### src/rtl/ref_pkg.sv
package ref_pkg;
  localparam int STAG_W   = 5;
  localparam int STAG_MAX = 16;

  typedef enum logic {SEQ_IDLE, SEQ_BUSY} seq_state_t;

  function automatic logic [STAG_W-1:0] clamp_stag(input logic [STAG_W-1:0] raw);
    return (raw > STAG_W'(STAG_MAX)) ? STAG_W'(STAG_MAX) : raw;
  endfunction
endpackage

### src/rtl/ref_tick_gen.sv
module ref_tick_gen #(
  parameter int IVL_W = 16
) (
  input  logic             clk,
  input  logic             rst_n,
  input  logic [IVL_W-1:0] ivl,
  output logic             tick
);
  localparam int CNT_W = IVL_W + 4;

  logic [IVL_W-1:0] ivl_q;
  logic [CNT_W-1:0] cnt;
  logic [CNT_W-1:0] last_val;
  logic             changed;

  assign last_val = {ivl, 4'b0000} - CNT_W'(1);
  assign changed  = (ivl != ivl_q);
  assign tick     = !changed && (ivl != '0) && (cnt == last_val);

  always_ff @(posedge clk or negedge rst_n) begin
    if (!rst_n) begin
      ivl_q <= '0;
      cnt   <= '0;
    end else begin
      ivl_q <= ivl;
      if (changed || ivl == '0 || tick) cnt <= '0;
      else                              cnt <= cnt + CNT_W'(1);
    end
  end
endmodule

### src/rtl/ref_req_queue.sv
module ref_req_queue #(
  parameter int DEPTH = 8,
  localparam int QCW  = $clog2(DEPTH + 1)
) (
  input  logic           clk,
  input  logic           rst_n,
  input  logic           tick,
  input  logic           test_req,
  input  logic           done,
  output logic [QCW-1:0] qcnt,
  output logic           full,
  output logic           empty
);
  localparam int SW = QCW + 2;

  logic          test_q;
  logic          tpulse;
  logic [SW-1:0] sum;

  assign tpulse = test_req & ~test_q;
  assign full   = (qcnt == QCW'(DEPTH));
  assign empty  = (qcnt == '0);

  always_comb begin
    sum = {2'b00, qcnt} + SW'(tick) + SW'(tpulse) - SW'(done);
  end

  always_ff @(posedge clk or negedge rst_n) begin
    if (!rst_n) begin
      test_q <= 1'b0;
      qcnt   <= '0;
    end else begin
      test_q <= test_req;
      if (sum > SW'(DEPTH)) qcnt <= QCW'(DEPTH);
      else                  qcnt <= sum[QCW-1:0];
    end
  end
endmodule

### src/rtl/ref_bank_seq.sv
module ref_bank_seq
  import ref_pkg::*;
#(
  parameter int NBANK = 4
) (
  input  logic              clk,
  input  logic              rst_n,
  input  logic              start_ok,
  input  logic [STAG_W-1:0] cfg_stagger,
  input  logic              cmd_ready,
  output logic [NBANK-1:0]  ref_cmd,
  output logic              done,
  output logic              busy
);
  localparam int BW = (NBANK > 1) ? $clog2(NBANK) : 1;

  seq_state_t        state;
  logic [BW-1:0]     bank;
  logic [STAG_W-1:0] wcnt;
  logic [STAG_W-1:0] stag_q;
  logic              cmd_on;
  logic              accept;
  logic              last;

  assign busy   = (state == SEQ_BUSY);
  assign cmd_on = busy && (wcnt == '0);
  assign accept = cmd_on && cmd_ready;
  assign last   = (stag_q == '0) || (bank == BW'(NBANK - 1));
  assign done   = accept && last;

  for (genvar g = 0; g < NBANK; g++) begin : g_strobe
    assign ref_cmd[g] = cmd_on && ((stag_q == '0) || (bank == BW'(g)));
  end

  always_ff @(posedge clk or negedge rst_n) begin
    if (!rst_n) begin
      state  <= SEQ_IDLE;
      bank   <= '0;
      wcnt   <= '0;
      stag_q <= '0;
    end else begin
      case (state)
        SEQ_IDLE: begin
          if (start_ok) begin
            state  <= SEQ_BUSY;
            bank   <= '0;
            wcnt   <= '0;
            stag_q <= clamp_stag(cfg_stagger);
          end
        end
        default: begin
          if (accept) begin
            if (last) begin
              state <= SEQ_IDLE;
            end else begin
              bank <= bank + BW'(1);
              wcnt <= stag_q - STAG_W'(1);
            end
          end else if (wcnt != '0) begin
            wcnt <= wcnt - STAG_W'(1);
          end
        end
      endcase
    end
  end
endmodule

### src/rtl/ref_sched_top.sv
module ref_sched_top
  import ref_pkg::*;
#(
  parameter int NBANK   = 4,
  parameter int IVL_W   = 16,
  parameter int Q_DEPTH = 8
) (
  input  logic              clk,
  input  logic              rst_n,
  input  logic [IVL_W-1:0]  cfg_interval,
  input  logic [STAG_W-1:0] cfg_stagger,
  input  logic              test_req,
  input  logic              ctrl_idle,
  output logic [NBANK-1:0]  ref_cmd,
  input  logic              cmd_ready,
  output logic              urgent
);
  localparam int QCW = $clog2(Q_DEPTH + 1);

  logic           tick;
  logic [QCW-1:0] qcnt;
  logic           q_full;
  logic           q_empty;
  logic           seq_done;
  logic           seq_busy;
  logic           start_ok;

  assign start_ok = !q_empty && (ctrl_idle || q_full);
  assign urgent   = q_full;

  ref_tick_gen #(.IVL_W(IVL_W)) u_tick (
    .clk  (clk),
    .rst_n(rst_n),
    .ivl  (cfg_interval),
    .tick (tick)
  );

  ref_req_queue #(.DEPTH(Q_DEPTH)) u_queue (
    .clk     (clk),
    .rst_n   (rst_n),
    .tick    (tick),
    .test_req(test_req),
    .done    (seq_done),
    .qcnt    (qcnt),
    .full    (q_full),
    .empty   (q_empty)
  );

  ref_bank_seq #(.NBANK(NBANK)) u_seq (
    .clk        (clk),
    .rst_n      (rst_n),
    .start_ok   (start_ok),
    .cfg_stagger(cfg_stagger),
    .cmd_ready  (cmd_ready),
    .ref_cmd    (ref_cmd),
    .done       (seq_done),
    .busy       (seq_busy)
  );
endmodule

### config.mk
export PLATFORM = sky130hd
export DESIGN_NAME = ref_sched_top
export DESIGN_NICKNAME = d
export VERILOG_FILES = /design/src/rtl/ref_pkg.sv /design/src/rtl/ref_tick_gen.sv /design/src/rtl/ref_req_queue.sv /design/src/rtl/ref_bank_seq.sv /design/src/rtl/ref_sched_top.sv
export SDC_FILE = /design/constraint.sdc
export NUM_CORES = 1
export LEC_CHECK = 0
export CORE_UTILIZATION = 48
export CTS_BUF_LIST = sky130_fd_sc_hd__clkbuf_4
export DETAILED_ROUTE_END_ITERATION = 6
export PLACE_DENSITY = 0.79
export SLEW_MARGIN = 20
export SYNTH_ARGS = -nofsm -noshare
export SYNTH_HDL_FRONTEND = slang
export SYNTH_HIERARCHICAL = 1
export SYNTH_SLANG_ARGS = --single-unit
### constraint.sdc
create_clock -name clk -period 4.5 [get_ports clk]
set_input_delay 0.9 -clock clk [delete_from_list [all_inputs] [get_ports clk]]
set_output_delay 0.9 -clock clk [all_outputs]
set_load 0.02 [all_outputs]
* Yosys cells after proc, flatten, opt, wreduce, memory -nomap -nowiden
Cells that the tools add are included.
** Storage, ports and cells
- Input port bits :: 26
- Register bits after elaboration :: 54
- Output and inout bits :: 5
- Word-level logic and storage cells :: 77
** Operators by class
- Add/sub/neg operators :: 8
- Bitwise logic cells :: 3
- Equal/unequal tests :: 10
- Multiplexer cells :: 16
- Order comparisons :: 2
- Reductions and logical operators :: 30
** Operators with widths (count)
- two-way mux 5 bit :: 6
- adder 20 x 1 -> 20 bit (second input constant) :: 1
- == test 20 bit :: 1
- two-way mux 20 bit :: 1
- subtractor 20 x 1 -> 20 bit (second input constant) :: 1
- logical NOT 16 bit :: 1
- inequality test 16 bit :: 1
- nonzero test 16 bit :: 1
- logical AND 1 bit :: 10
- logical NOT 5 bit :: 2
- subtractor 5 x 1 -> 5 bit (second input constant) :: 2
- two-way mux 2 bit :: 4
- logical OR 1 bit :: 7
- adder 6 x 1 -> 6 bit :: 1
- greater-than comparator 6 x 4 -> 1 bit (second input constant) :: 1
- inequality test 3 bit (second input constant) :: 2
- AND reduction 3 bit :: 2
- subtractor 6 x 1 -> 6 bit :: 1
- adder 4 x 1 -> 5 bit :: 1
- greater-than comparator 5 bit (second input constant) :: 1
- nonzero test 5 bit :: 1
- == test 2 bit (second input constant) :: 2
- == test 4 bit (second input constant) :: 1
- logical NOT 4 bit :: 1
- 11 further kinds :: 17

* Longest topological paths before layout
Gate-level depths: netlist (run 1).
- Depth in word-level cells :: 9
- Mapped depth :: 16
- Depth with buffers taken out :: 15

* Hierarchy
The synthesis (run 1) kept the hierarchy.
** By module, submodules not included
- ref_tick_gen :: instances 1, cells each 250, seq. area each 900.9 µm², area each 2277.2 µm²
- ref_bank_seq :: instances 1, cells each 97, seq. area each 325.3 µm², area each 855.8 µm²
- ref_req_queue :: instances 1, cells each 38, seq. area each 125.1 µm², area each 417.9 µm²
- ref_sched_top :: instances 1, cells each 1, seq. area each 0.0 µm², area each 10.0 µm²

* Worst setup path before layout (run 1)
OpenSTA, ideal clock, no wires.
- Kind :: input -> register
- Start point :: input cfg_interval[0]
- End point :: register u_queue.qcnt[1]
- Library setup time :: 122 ps
- Arrival time :: 3969 ps
- Buffers on the path :: 1
- Slack :: 409 ps
- Data required time :: 4378 ps
- Stages :: 16
- Cells stage by stage :: inv_1 > ha_1 > or3b_1 > nor3b_1 > a21boi_0 > a2111o_1 > a211oi_2 > buf_4 > and3_1 > inv_1 > fa_1 > inv_1 > fa_1 > a211o_1 > a21oi_1 > a2111oi_1
** Between the ends
- Cells in the longest elaborated chain, start to end :: 9
- Elaborated cells on any way between the ends :: 12
- Classes of those cells :: add/sub: 4; order compare: 1; eq/ne: 2; mux: 1; reduce/logical: 4
** Ends and longest elaborated chain
- start: declaration :: RTL line ref_sched_top.sv:10 : input logic [IVL_W-1:0] cfg_interval,
- parallel branches: the longest is 3 deep, another holds subtractor 20 x 1 -> 20 bit
- logical AND 1 bit (*) :: RTL line ref_tick_gen.sv:18 : assign tick = !changed && (ivl != '0) && (cnt == last_val);
- net tick :: RTL line ref_sched_top.sv:20 : logic tick;
- adder 4 x 1 -> 5 bit (*) :: RTL line ref_req_queue.sv:25 : sum = {2'b00, qcnt} + SW'(tick) + SW'(tpulse) - SW'(done);
- adder 6 x 1 -> 6 bit (*) :: RTL line ref_req_queue.sv:25
- subtractor 6 x 1 -> 6 bit (*) :: RTL line ref_req_queue.sv:25
- greater-than comparator 6 x 4 -> 1 bit :: RTL line ref_req_queue.sv:34 : if (sum > SW'(DEPTH)) qcnt <= QCW'(DEPTH);
- two-way mux 4 bit (*) :: RTL line ref_req_queue.sv:34
- end signal: assignment :: RTL line ref_req_queue.sv:34
- end signal: assignment :: RTL line ref_req_queue.sv:35 : else qcnt <= sum[QCW-1:0];
- end: declaration :: RTL line ref_req_queue.sv:10 : output logic [QCW-1:0] qcnt,
Mark *: on every way through the listed nets, which the timed path passes.
A chain may end at the register's enable or synchronous reset.

* Final worst setup path (run 1)
Ends and elaborated chain as after synthesis.

==> results of run 1 <==
## state kept, by name, indices dropped and copies added (netlist names)
| register | cells |
|---|---|
| u_tick/cnt | 20 |
| u_tick/ivl_q | 16 |
| u_seq/stag_q | 5 |
| u_seq/wcnt | 5 |
| u_queue/qcnt | 4 |
| u_seq/bank | 2 |
| u_queue/test_q | 1 |
| u_seq/busy | 1 |
## cell families after synthesis
group,Yosys count,share of synthesized area [%]
AND/OR/NAND/NOR,158,24.7
AO/OA/AOI/OAI,74,14.0
flip-flops,54,37.9
XOR/XNOR,48,11.8
buffers and inverters,32,4.18
adder cells (fa/ha/maj),17,6.39
multiplexers,3,0.914
## power by group through the flow
stage | Combinational, uW | Clock [uW] | Sequential (uW)
after floorplan | 363 | 0 | 612
after global placement | 488 | 0 | 632
after detailed placement | 507 | 0 | 636
after CTS | 510 | 225 | 626
after global routing | 576 | 243 | 637
final | 516 | 211 | 628
## worst reg2reg max path, delay by kind of cell (launching register included)
family	cells	cell delay (ns)
compound gates	4	1.20
simple gates	3	0.46
buf+inv	2	0.12
fa+ha+maj	2	0.58
flops	1	0.42
xor+xnor	1	0.37
## synth_stat cells (2+ instances only)
| cell type | count |
|---|---|
| dfrtp_1 | 54 |
| nand2_1 | 34 |
| a21oi_1 | 31 |
| xor2_1 | 31 |
| nor2_1 | 26 |
| nand3_1 | 18 |
| inv_1 | 17 |
| xnor2_1 | 17 |
| ha_1 | 15 |
| nand2b_1 | 12 |
| and3_1 | 10 |
| nor4_1 | 10 |
| o21ai_0 | 10 |
| nand4_1 | 9 |
| nor2b_1 | 7 |
| nor3_1 | 7 |
| clkbuf_1 | 6 |
| buf_2 | 5 |
| nor3b_1 | 4 |
| nand3b_1 | 3 |
| o22ai_1 | 3 |
| a2111oi_1 | 2 |
| a211o_1 | 2 |
| a21o_1 | 2 |
| and4b_1 | 2 |
| buf_4 | 2 |
| buf_6 | 2 |
| fa_1 | 2 |
| mux2_2 | 2 |
| nor4b_1 | 2 |
| o2111ai_1 | 2 |
| o211ai_1 | 2 |
| o21a_1 | 2 |
| o31ai_1 | 2 |
## layer usage
| metal | vias to the layer above | global-route usage [%] | routed length (um) |
|---|---|---|---|
| li1 | 1468 | - | - |
| met1 | 1411 | 29.7 | 3740 |
| met2 | 82 | 35.5 | 3880 |
| met3 | 9 | 4.15 | 314 |
| met4 | 0 | 7.18 | 69 |
| met5 | - | 0 | 0 |
## through the flow
| stage | hold WS (ns) | TNS, ns | setup slack, ns |
|---|---|---|---|
| after floorplan | 0.500 | 0 | 0.409 |
| after global placement | 0.538 | -0.115 | -0.0536 |
| after detailed placement | 0.546 | -0.765 | -0.288 |
| after CTS | 0.580 | 0 | 0.101 |
| after global routing | 0.614 | 0 | 0.00972 |
| final | 0.578 | 0 | 0.225 |
## path summary, 6_finish.rpt
path	cells after the start	endpoint	from	slack, ns
worst max-delay path	16	u_queue/qcnt[1]	cfg_interval[0]	0.23
worst min-delay path	2	u_seq/stag_q[3]	u_seq/stag_q[3]	0.58
worst max register to register	12	u_queue/qcnt[1]	u_tick/cnt[19]	1.23
worst min register to register	2	u_seq/stag_q[3]	u_seq/stag_q[3]	0.58
max in group asynchronous	2	u_tick/cnt[8]	rst_n	3.40
min in group asynchronous	2	u_tick/ivl_q[6]	rst_n	0.62
## final cells by class
cell class	count	area share, %
multi-input combinational	300	49.7
tap	99	2.96
inverter	17	1.52
clock buffer	7	1.26
sequential	54	32.3
timing repair buffer	59	12.3
==> out/qor.yml, run 1 <==
layout-drive-gt1-share_pct: 13.3
crit_chain: "clkdlybuf4s50_1 -> inv_1 -> ha_1 -> or3b_1 -> nor3b_2 -> a21boi_0 -> a2111o_1 -> a211oi_2 -> and3_1 -> inv_1 -> fa_1 -> inv_1 -> fa_1 -> a211o_1 -> a21oi_1 -> a2111oi_2"
gp_congestion: 0.854
cts_resized: 0
fmax_mhz: 234
clock_power_share_pct: 15.6
rows: 31
cts-root-buf: "clkbuf_4"
ant_nets: 0
clkTransAtPathRegs_ns: 0.15
clkSinkCount: 54
clockBufferDepth: 2
grt_pass1_wl_mm: 13.0
synth.area.top_cells: "dfrtp_1 (38%), xor2_1 (7.6%), ha_1 (5.3%), a21oi_1 (4.4%), xnor2_1 (4.2%)"
io_pins: 31
holdCritPathClass: "flop to flop"
required_ns: 4.75
die_y_um: 88.1
dr_total_vias: 2970
area_growth_pct: 17.5
port_buffers: 30
fin_area_um2: 4190
design.die.area_um2: 7770
drc: 0
outcome: "finished, final reports clean"
cp.arrival_ns: 4.53
dpl.cell_count: 529
cts_tree: "yes"
hold_buffers: 0
yosysWarningCount: 6
first_pass_iters: 4
tightest_slew_ns: 0.684
fill_cells: 640
syn_inst: 386
finClkSkew_ns: 0.0151
grt_max_degree: 55
antenna_cells: 0
most-common-layout-cells: "dfrtp_1 (54), nand2_1 (34), a21oi_1 (31), xor2_1 (31)"
via_per_inst: 5.54
cts_buffers: 5
pwr-share-comb_pct: 38.0
setup_viol: 0
grt-ovfl-total: 0
async_reset_ff_share_pct: 100
end_kind: "flop"
syn_avg_cell_area_um2: 9.23
post_drt_wl_per_cell_um: 14.9
ys_ff_latch: 54
peakVddDrop_mv: 0.120
layout.cells.non_filler: 536
ys.flop_type: "dfrtp_1"
power_leakage_uw: 0.00183
grt.total_usage_pct: 22.0
critPathSlowestCell: "clkdlybuf4s50_1"
ff_latch_area_um2: 1350
placed_area_um2: 4110
p_seq_share_pct: 46.4
multi_input_area_um2: 2080
netlist_area_um2: 3560
drtIter0Drc: 138
start_kind: "input port"
switchingPower_uw: 494
ys_seq_area_share_pct: 37.9
wl_mm: 8.00
fin_crit_sh_pct: 95.0
post_cts_buffers: 0
final_common_cell: "dfrtp_1"
start_util_pct: 49.4
max_stage_delay_ns: 0.47
final_net_count: 480
rsz0062_at_grt: "false"
grt_antenna_before_repair: 0
crit_top_cell: "inv_1"
post-route-min-period_ns: 4.27
dp_hpwl_mm: 6.02
final_hold_viol_count: 0
crit_path_max_fanout: 4
slew_headroom_pct: 54.4
critPathKind: "input port to flop"
sw_frac_of_total_pct: 36.4
first_global_vias: 2797
synth_edf_count: 0
core_um2: 7210
p_int_uw: 861
synth_cell_types: 65
power_density_nw_per_um2: 324
final_util_pct: 58.0
drv_slew: 0
fp.dieW_um: 88.1
critPathTopFamily: "compound AO/OA/AOI/OAI gates"
synth_nets: 429
insertion_delay_ns: 0.37
maxCapViolCount: 0
synth_top_area_cell: "dfrtp_1"
critPathBufInv: 4
cts-htree-levels: 2
synth_top_area_share_pct: 37.9
power.total_uw: 1360
(Power assumes the default switching activity.)
==> run 2: changes to the inputs <==
--- a/config.mk
+++ b/config.mk
@@ -5,10 +5,10 @@
 export SDC_FILE = /design/constraint.sdc
 export NUM_CORES = 1
 export LEC_CHECK = 0
-export CORE_UTILIZATION = 48
+export CORE_UTILIZATION = 50
 export CTS_BUF_LIST = sky130_fd_sc_hd__clkbuf_4
 export DETAILED_ROUTE_END_ITERATION = 6
-export PLACE_DENSITY = 0.79
+export PLACE_DENSITY = 0.82
 export SLEW_MARGIN = 20
 export SYNTH_ARGS = -nofsm -noshare
 export SYNTH_HDL_FRONTEND = slang
==> out/qor.yml, run 2 (synthesis gave the netlist of run 1 again) <==
die_y_um: 86.4
timing.rr.end: "u_queue/qcnt[1]"
wl_met2_mm: 3.87
cp.arrival_ns: 4.47
reg2regPathDepth: 13
gp_congestion: 0.895
holdCritPathClass: "flop to flop"
cts_tree: "yes"
via_per_inst: 5.74
antenna_cells: 0
pwr-share-comb_pct: 37.2
outcome: "finished, final reports clean"
most-common-layout-cells: "dfrtp_1 (54), nand2_1 (34), a21oi_1 (31), xor2_1 (31), clkdlybuf4s50_1 (29)"
crit_chain: "clkdlybuf4s50_1 -> buf_4 -> nor4_2 -> buf_4 -> nand4_1 -> buf_4 -> nor4b_1 -> a211o_1 -> o211a_1 -> and3_1 -> inv_1 -> fa_1 -> inv_1 -> fa_1 -> a211o_1 -> a21oi_1 -> a2111oi_1"
io_pins: 31
area_growth_pct: 16.0
cts-root-buf: "clkbuf_4"
design.die.area_um2: 7460
top_layer: "met4"
post_drt_wl_per_cell_um: 15.3
cts_resized: 0
port_buffers: 30
core_um2: 6830
layout-drive-gt1-share_pct: 11.3
m1WireLength_mm: 3.63
critPathKind: "input port to flop"
start_kind: "input port"
rows: 30
start_util_pct: 52.1
sw_frac_of_total_pct: 37.3
power_density_nw_per_um2: 327
cp.depth: 17
crit_path_max_fanout: 6
p_seq_share_pct: 46.4
grt_max_degree: 55
clockBufferDepth: 2
post_cts_buffers: 0
clock_power_share_pct: 16.3
cts_buffers: 5
ant_nets: 0
max_stage_delay_ns: 0.43
grt_antenna_before_repair: 0
clkSinkCount: 54
required_ns: 4.77
worstSetupEndpoint: "u_queue/qcnt[1]"
grt_pass1_wl_mm: 13.5
drc: 0
critPathSlowestCell: "clkdlybuf4s50_1"
rsz0062_at_grt: "false"
tightest_slew_ns: 0.699
final_common_cell: "dfrtp_1"
hold_slack_ns: 0.571
setup_viol: 0
fp.dieW_um: 86.4
grt.total_usage_pct: 23.2
wl_met3_um: 500
hold_buffers: 0
crit_start: "cfg_interval[0]"
timing.rr.start: "u_tick/cnt[11]"
grt-ovfl-total: 0
final_hold_viol_count: 0
finClkSkew_ns: 0.0109
first_pass_iters: 5
crit_top_cell: "buf_4"
insertion_delay_ns: 0.38
largest_reg_flops: 20
dp_hpwl_mm: 6.08
wl_mm: 8.10
final_net_count: 475
top_register: "u_tick/cnt"
fmax_mhz: 238
final_util_pct: 60.4
cts-htree-levels: 2
peakVddDrop_mv: 0.146
end_kind: "flop"
drtIter0Drc: 198
fin_crit_sh_pct: 93.4
switchingPower_uw: 504
power_leakage_uw: 0.00180
p_int_uw: 848
clkTransAtPathRegs_ns: 0.16
drv_slew: 0
first_global_vias: 2900
slew_headroom_pct: 53.4
post-route-min-period_ns: 4.21
r2r_setup_slack_ns: 1.20
reg.largest.list: "u_tick/cnt x20, u_tick/ivl_q x16"
critPathBufInv: 6
dr_total_vias: 3034
critPathTopFamily: "buffers and inverters"
maxCapViolCount: 0
[run 2: cell count changes in the layout (fill, tap and decap cells not counted), sizes merged]
| cell | change |
|---|---|
| buf | -5 |
| clkbuf | -2 |
| clkinv | +1 |
| clkinvlp | +1 |
| inv | +1 |
[run 2: cell type report]
| class | instances | area, um2 |
|---|---|---|
| clock inverter | 3 | 20.0 |
| timing repair buffer | 54 | 475 |
| multi-input combinational | 300 | 2060 |
| tap | 96 | 120 |
| clock buffer | 5 | 37.5 |
| fill | 615 | 2700 |
| inverter | 17 | 63.8 |
| sequential | 54 | 1350 |
[run 2: layer usage]
layer	track usage, %	up-vias
met4	7.27	0
met2	37.6	118
met1	32.2	1449
met3	3.33	10
met5	0	-
li1	-	1457
[run 2: worst min path at each step]
stage                          from         endpoint  slack [ns]  depth (start not counted)
finish                u_seq/wcnt[3]    u_seq/wcnt[3]        0.57                          1
global route          u_seq/wcnt[3]    u_seq/wcnt[3]        0.60                          1
CTS                   u_seq/wcnt[3]    u_seq/wcnt[3]        0.57                          1
detailed placement    u_seq/wcnt[3]    u_seq/wcnt[3]        0.55                          1
global placement    u_seq/stag_q[4]  u_seq/stag_q[4]        0.53                          1
floorplan           u_seq/stag_q[0]  u_seq/stag_q[0]        0.50                          2
[run 2: metrics by stage]
step                power, uW  cells  worst slack (ns)  TNS, ns  cell area (um2)
floorplan                 975    386             0.409        0             3560
global placement         1110    521            0.0518        0             4070
detailed placement       1140    521           -0.0625   -0.183             4070
CTS                      1360    529             0.328        0             4130
global route             1450    529            0.0817        0             4130
finish                   1350    529             0.295        0             4130
[run 2: power groups by stage]
stage,clock (uW),combinational (uW),sequential (uW)
after CTS,233,504,626
after global placement,0,484,631
after global routing,250,565,639
after floorplan,0,363,612
after detailed placement,0,501,636
final,221,503,628
==> run 3: changes to the inputs <==
--- a/config.mk
+++ b/config.mk
@@ -5,10 +5,10 @@
 export SDC_FILE = /design/constraint.sdc
 export NUM_CORES = 1
 export LEC_CHECK = 0
-export CORE_UTILIZATION = 50
+export CORE_UTILIZATION = 55
 export CTS_BUF_LIST = sky130_fd_sc_hd__clkbuf_4
 export DETAILED_ROUTE_END_ITERATION = 6
-export PLACE_DENSITY = 0.82
+export PLACE_DENSITY = 0.87
 export SLEW_MARGIN = 20
 export SYNTH_ARGS = -nofsm -noshare
 export SYNTH_HDL_FRONTEND = slang
==> out/qor.yml, run 3 (synthesis gave the netlist of run 1 again) <==
fill_cells: 491
met2_usage_pct: 41.8
die_y_um: 82.5
grt_antenna_before_repair: 0
peakVddDrop_mv: 0.299
most-common-layout-cells: "dfrtp_1 (54), nand2_1 (34), xor2_1 (31), a21oi_1 (30), clkdlybuf4s50_1 (29)"
hold_slack_ns: 0.582
drv_slew: 0
fin_area_um2: 4140
drtIter0Drc: 279
met3_usage_pct: 4.07
insertion_delay_ns: 0.39
fp.dieW_um: 82.5
power_density_nw_per_um2: 343
drc: 0
gp_congestion: 0.899
finClkSkew_ns: 0.0192
holdCritPathClass: "flop to flop"
ant_nets: 0
crit_path_max_fanout: 4
grtUsageMet1_pct: 35.9
final_common_cell: "dfrtp_1"
clockBufferDepth: 2
cts-root-buf: "clkbuf_4"
start_util_pct: 58.4
final_hold_viol_count: 0
dp_hpwl_mm: 6.00
dpl.cell_count: 499
first_pass_iters: 5
grt.total_usage_pct: 25.7
fmax_mhz: 234
maxCapViolCount: 0
io_pins: 31
cts-htree-levels: 2
slew_headroom_pct: 54.6
dr_total_vias: 3043
design.die.area_um2: 6800
port_buffers: 30
whs_path_depth: 1
end_kind: "flop"
placed_area_um2: 4040
layout.cells.non_filler: 507
post-route-min-period_ns: 4.28
grt-ovfl-total: 0
tightest_slew_ns: 0.681
clkTransAtPathRegs_ns: 0.16
fin_crit_sh_pct: 95.1
setup_viol: 0
top_register: "u_tick/cnt"
core_um2: 6100
first_global_vias: 2832
power.total_uw: 1420
post_drt_wl_per_cell_um: 15.8
required_ns: 4.77
power_leakage_uw: 0.00181
via_per_inst: 6.00
rows: 28
largest_reg_flops: 20
reg2regPathDepth: 11
start_kind: "input port"
reg.largest.list: "u_tick/cnt x20, u_tick/ivl_q x16"
grt_busiest_layer: "met2"
cts_tree: "yes"
critPathKind: "input port to flop"
area_growth_pct: 16.2
cts_buffers: 5
cp.arrival_ns: 4.55
clkSinkCount: 54
grt_max_degree: 55
grt_pass1_wl_mm: 13.2
final_net_count: 474
layout-drive-gt1-share_pct: 12.3
antenna_cells: 0
wl_mm: 8.00
outcome: "finished, final reports clean"
run 3: changes by cell type in the layout (fill, tap and decap cells not counted), sizes merged:
cell,previous run,this run
buf,25,24
bufinv,0,1
inv,18,17
clkbuf,5,6
clkinv,1,0
run 3: stage by stage:
stage | TNS (ns) | utilization (%) | worst slack [ns]
detailed placement | -0.594 | 66.2 | -0.175
floorplan | 0 | - | 0.409
CTS | 0 | 67.6 | 0.211
global route | -0.00132 | 67.9 | -0.00132
global placement | 0 | 66.2 | 0.0349
finish | 0 | 67.9 | 0.222
run 3: path summary, 6_finish.rpt:
check	startpoint	endpoint	slack, ns
max in group asynchronous	rst_n	u_tick/ivl_q[3]	3.43
worst max-delay path	cfg_interval[1]	u_queue/qcnt[0]	0.22
worst min-delay path	u_seq/stag_q[4]	u_seq/stag_q[4]	0.58
worst max register to register	u_tick/cnt[11]	u_queue/qcnt[0]	1.17
min in group asynchronous	rst_n	u_seq/busy	0.62
worst min register to register	u_seq/stag_q[4]	u_seq/stag_q[4]	0.58
run 3: power breakdown:
part	leakage, uW	internal, uW	total (uW)	switching, uW
sequential	0.000689	551	629	78.4
combinational	0.00108	236	513	276
clock	0.0000419	123	280	157
run 3: what timing repair did:
item	in CTS	in global routing
hold buffers	0	0
setup endpoints to repair	0	3
gates resized for setup	0	4
buffers inserted	0	0
run 3: final cells by class:
type / instances / area (um2) / area share [%]
clock inverters: 2 / 37.5 / 0.907
repair buffers: 53 / 468 / 11.3
inverters: 17 / 63.8 / 1.54
clock buffers: 6 / 45.0 / 1.09
flip-flops and latches: 54 / 1350 / 32.6
multi-input cells: 300 / 2080 / 50.2
well taps: 75 / 93.8 / 2.27
run 3: critical path, cell delays in order:
cell and delay [ns]:
clkdlybuf4s50_1 0.44, inv_1 0.09, ha_1 0.16, or3b_1 0.40, buf_4 0.16, nor3_1 0.25
a2111oi_0 0.13, a21oi_1 0.18, a211oi_2 0.06, and3_1 0.18, inv_1 0.08, fa_1 0.19
inv_1 0.05, fa_1 0.38, a211o_1 0.33, and3_4 0.20, a2111oi_2 0.35
run 3: metal layers:
layer | vias to the layer above | wire length (um)
met4 | 0 | 94
met2 | 117 | 3760
met1 | 1456 | 3690
met5 | - | 0
met3 | 12 | 453
li1 | 1458 | -
